--- config.mk ---
export PLATFORM = sky130hd
export DESIGN_NAME = seg_ram_loader
export DESIGN_NICKNAME = d
export VERILOG_FILES = /design/src/rtl/seg_ram_pkg.sv /design/src/rtl/seg_spread_fsm.sv /design/src/rtl/seg_bitmap.sv /design/src/rtl/seg_ram_loader.sv
export SDC_FILE = /design/constraint.sdc
export NUM_CORES = 1
export LEC_CHECK = 0
export BUFFER_PORTS_ARGS = -buffer_cell sky130_fd_sc_hd__buf_2
export CORE_MARGIN = 1
export CORE_UTILIZATION = 30
export CTS_BUF_LIST = sky130_fd_sc_hd__clkbuf_4
export CTS_CLUSTER_DIAMETER = 60
export DETAILED_ROUTE_END_ITERATION = 12
export PLACE_DENSITY_LB_ADDON = 0.05
export SLEW_MARGIN = 10
export SYNTH_ARGS = -nofsm -noshare
export SYNTH_HDL_FRONTEND = slang
export SYNTH_SLANG_ARGS = --single-unit
--- constraint.sdc ---
create_clock -name clk -period 5.6 [get_ports clk]
set_input_delay 0.56 -clock clk [delete_from_list [all_inputs] [get_ports clk]]
set_output_delay 0.56 -clock clk [all_outputs]
set_load 0.005 [all_outputs]
--- src/rtl/seg_ram_pkg.sv ---
package seg_ram_pkg;

    typedef enum logic [1:0] {
        MUX_STATIC = 2'd0,
        MUX_2      = 2'd1,
        MUX_3      = 2'd2,
        MUX_4      = 2'd3
    } mux_mode_e;

    typedef enum logic {
        ST_IDLE   = 1'b0,
        ST_SPREAD = 1'b1
    } spread_state_e;

endpackage

--- src/rtl/seg_spread_fsm.sv ---
module seg_spread_fsm
    import seg_ram_pkg::*;
#(
    parameter int ROWS   = 32,
    parameter int BPS    = 4,
    parameter int BYTE_W = 8,
    localparam int AW    = $clog2(ROWS),
    localparam int BW    = $clog2(BPS),
    localparam int CW    = $clog2(BYTE_W)
) (
    input  logic          clk,
    input  logic          rst,
    input  logic          byte_vld,
    input  logic [BYTE_W-1:0] byte_in,
    input  logic [1:0]    mode_sel,
    input  logic          addr_ld,
    input  logic [AW-1:0] addr_in,
    output logic          ready,
    output logic          wr_en,
    output logic [AW-1:0] wr_row,
    output logic [BW-1:0] wr_bit,
    output logic          wr_val,
    output logic [AW-1:0] ptr_q,
    output mux_mode_e     mode_q
);

    spread_state_e state_q, state_nx;
    logic [BYTE_W-1:0] shf_q;
    logic [CW-1:0]     cnt_q;
    logic [BW-1:0]     bitpos_q;
    logic              last_of_byte;
    logic              last_of_row;
    logic [AW-1:0]     ptr_inc;

    assign last_of_byte = (cnt_q == CW'(BYTE_W - 1));
    assign last_of_row  = (bitpos_q == BW'(mode_q));
    assign ptr_inc      = (ptr_q == AW'(ROWS - 1)) ? '0 : ptr_q + AW'(1);

    // state register
    always_ff @(posedge clk) begin
        if (rst) begin
            state_q <= ST_IDLE;
        end else begin
            state_q <= state_nx;
        end
    end

    // transitions: accept, hold, finish
    always_comb begin
        state_nx = state_q;
        unique case (state_q)
            ST_IDLE: begin
                if (byte_vld && !addr_ld) begin
                    state_nx = ST_SPREAD;
                end
            end
            ST_SPREAD: begin
                if (last_of_byte) begin
                    state_nx = ST_IDLE;
                end
            end
        endcase
    end

    // datapath: shift register, bit counter, row position, pointer
    always_ff @(posedge clk) begin
        if (rst) begin
            shf_q    <= '0;
            cnt_q    <= '0;
            bitpos_q <= '0;
            ptr_q    <= '0;
            mode_q   <= MUX_STATIC;
        end else begin
            unique case (state_q)
                ST_IDLE: begin
                    if (addr_ld) begin
                        ptr_q <= addr_in;
                    end else if (byte_vld) begin
                        shf_q    <= byte_in;
                        mode_q   <= mux_mode_e'(mode_sel);
                        cnt_q    <= '0;
                        bitpos_q <= '0;
                    end
                end
                ST_SPREAD: begin
                    shf_q <= shf_q << 1;
                    cnt_q <= cnt_q + CW'(1);
                    if (last_of_row || last_of_byte) begin
                        bitpos_q <= '0;
                        ptr_q    <= ptr_inc;
                    end else begin
                        bitpos_q <= bitpos_q + BW'(1);
                    end
                end
            endcase
        end
    end

    // outputs
    always_comb begin
        ready  = 1'b0;
        wr_en  = 1'b0;
        wr_row = ptr_q;
        wr_bit = bitpos_q;
        wr_val = shf_q[BYTE_W-1];
        unique case (state_q)
            ST_IDLE:   ready = 1'b1;
            ST_SPREAD: wr_en = 1'b1;
        endcase
    end

endmodule

--- src/rtl/seg_bitmap.sv ---
module seg_bitmap #(
    parameter int ROWS = 32,
    parameter int BPS  = 4,
    localparam int AW  = $clog2(ROWS),
    localparam int BW  = $clog2(BPS)
) (
    input  logic            clk,
    input  logic            rst,
    input  logic            wr_en,
    input  logic [AW-1:0]   wr_row,
    input  logic [BW-1:0]   wr_bit,
    input  logic            wr_val,
    input  logic [AW-1:0]   rd_row_addr,
    output logic [BPS-1:0]  rd_row_data,
    input  logic [BW-1:0]   rd_bp,
    output logic [ROWS-1:0] rd_col_data
);

    logic [BPS-1:0] cell_q [ROWS];

    for (genvar r = 0; r < ROWS; r++) begin : g_row
        logic row_sel;
        assign row_sel = wr_en && (wr_row == AW'(r));

        always_ff @(posedge clk) begin
            if (rst) begin
                cell_q[r] <= '0;
            end else if (row_sel) begin
                cell_q[r][wr_bit] <= wr_val;
            end
        end

        assign rd_col_data[r] = cell_q[r][rd_bp];
    end

    assign rd_row_data = cell_q[rd_row_addr];

endmodule

--- src/rtl/seg_ram_loader.sv ---
module seg_ram_loader
    import seg_ram_pkg::*;
#(
    parameter int ROWS   = 32,
    parameter int BPS    = 4,
    parameter int BYTE_W = 8,
    localparam int AW    = $clog2(ROWS),
    localparam int BW    = $clog2(BPS)
) (
    input  logic              clk,
    input  logic              rst,
    input  logic              byte_vld,
    input  logic [BYTE_W-1:0] byte_in,
    input  logic [1:0]        mode_sel,
    input  logic              addr_ld,
    input  logic [AW-1:0]     addr_in,
    output logic              ready,
    input  logic [AW-1:0]     rd_row_addr,
    output logic [BPS-1:0]    rd_row_data,
    input  logic [BW-1:0]     rd_bp,
    output logic [ROWS-1:0]   rd_col_data
);

    logic          wr_en;
    logic [AW-1:0] wr_row;
    logic [BW-1:0] wr_bit;
    logic          wr_val;
    logic [AW-1:0] ptr_q;
    mux_mode_e     mode_q;

    seg_spread_fsm #(
        .ROWS   (ROWS),
        .BPS    (BPS),
        .BYTE_W (BYTE_W)
    ) u_fsm (
        .clk      (clk),
        .rst      (rst),
        .byte_vld (byte_vld),
        .byte_in  (byte_in),
        .mode_sel (mode_sel),
        .addr_ld  (addr_ld),
        .addr_in  (addr_in),
        .ready    (ready),
        .wr_en    (wr_en),
        .wr_row   (wr_row),
        .wr_bit   (wr_bit),
        .wr_val   (wr_val),
        .ptr_q    (ptr_q),
        .mode_q   (mode_q)
    );

    seg_bitmap #(
        .ROWS (ROWS),
        .BPS  (BPS)
    ) u_map (
        .clk         (clk),
        .rst         (rst),
        .wr_en       (wr_en),
        .wr_row      (wr_row),
        .wr_bit      (wr_bit),
        .wr_val      (wr_val),
        .rd_row_addr (rd_row_addr),
        .rd_row_data (rd_row_data),
        .rd_bp       (rd_bp),
        .rd_col_data (rd_col_data)
    );

endmodule

==> impl_metrics.toml <==
[finish]
fin_nets = 798
layout_common_cells = "nor2_1, edfxtp_1, a21o_1, mux4_2, buf_2"
drive_above_1_share = 0.251
areaGrowthSynthToFinish_pct = 8.95
layout_commonest_cell = "nor2_1"
finalInstanceArea_mm2 = 0.00957
fillers = 2908

[synth]
synth_edf_count = 128
syn_avg_cell_area_um2 = 11.7
ys_ff_latch = 149
synthDistinctLibCells = 32
synth_nets = 787
syn_area_mm2 = 0.00878
synth_ff_type = "edfxtp_1"
synth-seq-area-share = 0.486
synth.area.top_cells = "edfxtp_1, mux4_2, a21o_1"
synthArstFlopShare = 0
syn_inst = 749
yosysTopAreaCell = "edfxtp_1"
synth.yosys.warnings = 0
synth.top_cell.area_share = 0.438

[worst_setup_path]
r2r_slack_ps = 2310
cp_max_fo = 32
r2r-end = "u_map.cell_q[3][2]"
timing.rr.start = "u_fsm.state_q"
rr_worst_depth = 4
end_kind = "primary output"
crit_arrival_ps = 2890
startpoint_type = "input pin"
worst-setup-path-type = "input pin to primary output"
critPathRequiredTime_ps = 5040

[detailed_routing]
wl_met1_mm = 13.7
vias = 6429
via_per_inst = 5.55
met3_length_mm = 1.97
totalWireLength_mm = 31.6
drc_errors = 0
avgRoutedWirePerCell_um = 27.3
ant_nets = 0
dr.first_iter.drc_count = 476
dr_wl_met2_mm = 15.3
first_pass_iters = 5
highest-signal-layer = "met5"

[sta]
hold_viol_final = 0
setup_viol_count_final = 0
tightestPinTransition_ps = 1220
post-route-period-util = 0.617
clock_skew_ps = 20.4
fmax_ghz = 0.289
grt_setup_unrepaired = "no"
final_max_slew_viol_count = 0
slew_headroom = 0.184
period_needed_ps = 3450
setup_tns_ps = 0

[status]
outcome = "completed"

[clock_network]
clk_latency_ps = 550
cts.sinks = 149
cts_root_buf = "clkbuf_4"
clk_pin_slew_worst_paths_ps = 140
post-cts-setup-buffers = 0
cts_tree = "done"
numCtsBuffers = 17
cts.path.max_buffers = 2
hold_buffers = 0
ctsResizeCount = 0
htreeDepth = 4

[global_routing]
antenna_found_initial = 5
grt_pass1_wl_mm = 46.3
grt_max_degree = 86
grtUsageTotal = 0.215
grt_pass1_vias = 6551
grt_overflow = 0

[floorplanning]
rows = 62
start_util = 0.305
dieHeight_um = 173
ios = 63
die_x_um = 173
coreArea_mm2 = 0.0288
dieArea_mm2 = 0.0300

[power]
power_density_mw_per_mm2 = 235
ir_drop_uv = 104
p_leak_uw = 0.00372

[placement]
place.gp.congestion = 0.809
placed_cell_area_mm2 = 0.00932
io_buffer_count = 62
dp_hpwl_mm = 21.5

[hold_path]
holdPathStages = 3
whs_endpoint = "u_fsm.mode_q[1]"
hp-start = "mode_sel[1]"
holdCritPathClass = "input pin to flip-flop"

[run]
max-cap-violations = 0
## Yosys cell counts (5+ instances only)
library cell	count
edfxtp_1	128
buf_2	7
nand2b_1	5
clkbuf_1	51
mux4_2	72
buf_1	16
nand2_1	54
inv_1	6
ha_1	12
mux2_2	11
a21oi_1	21
nor2_1	154
a21o_1	121
nand3_1	9
dfxtp_1	21
nor3_1	7
and2_1	16
and3_1	5
a31o_2	8
## where the power goes
part	internal, uW	switching (uW)
logic	148	162
clock network	212	433
registers	1240	55.4
## registers in the layout, indices dropped and copies added (netlist names)
signal / count
u_fsm.cnt_q: 3
u_fsm.mode_q: 2
u_fsm.ptr_q: 5
u_fsm.shf_q: 8
u_fsm.state_q: 1
u_fsm.wr_bit: 2
u_map.cell_q: 128
## layout make-up
type	count	area (um2)	area share
flip-flops and latches	149	4260	0.446
multi-input cells	517	4190	0.438
well taps	384	480	0.0502
repair buffers	69	365	0.0382
clock buffers	17	128	0.0133
clock inverters	15	115	0.0120
inverters	6	22.5	0.00235
diodes	2	5.00	0.000523
## worst max-delay path by stage
stage / end / depth (start not counted) / startpoint / slack [ps]
after detailed placement: rd_row_data[3] / 5 / rd_row_addr[1] / 2100
final: rd_row_data[2] / 5 / rd_row_addr[1] / 2150
after CTS: rd_row_data[2] / 5 / rd_row_addr[1] / 2100
after global routing: rd_row_data[3] / 5 / rd_row_addr[1] / 1950
after floorplan: rd_row_data[0] / 5 / rd_row_addr[1] / 2910
after global placement: rd_row_data[3] / 5 / rd_row_addr[1] / 2140
## metrics by stage
step	total power, uW	utilization	cells	worst slack (ps)	hold slack [ps]
after global placement	1630	0.324	1125	2140	437
after floorplan	1510	-	749	2910	429
final	2250	0.332	1159	2150	220
after CTS	2270	0.332	1157	2100	168
after global routing	2330	0.332	1158	1950	159
after detailed placement	1630	0.324	1125	2100	452
## worst max-delay path, stage by stage
cell and delay [ps]:
buf_2 760, mux4_2 620, mux4_2 470, mux2_2 310, buf_2 140
## layer usage
layer	track usage	vias to the layer above
met4	0.0612	6
met1	0.284	3387
li1	-	2789
met2	0.353	207
met3	0.0479	40
met5	0	-
## kinds of logic (layout without fill, tap and decap cells)
family	count (synthesis)	in the layout	share of synthesized area
fa+ha+maj	12	12	0.0171
compound gates	159	159	0.132
other cells	0	2	0
flops	149	149	0.486
buf+inv	83	107	0.0390
mux	85	85	0.201
xor+xnor	3	3	0.00299
simple gates	258	258	0.123
Power figures use the tool's default switching activity.
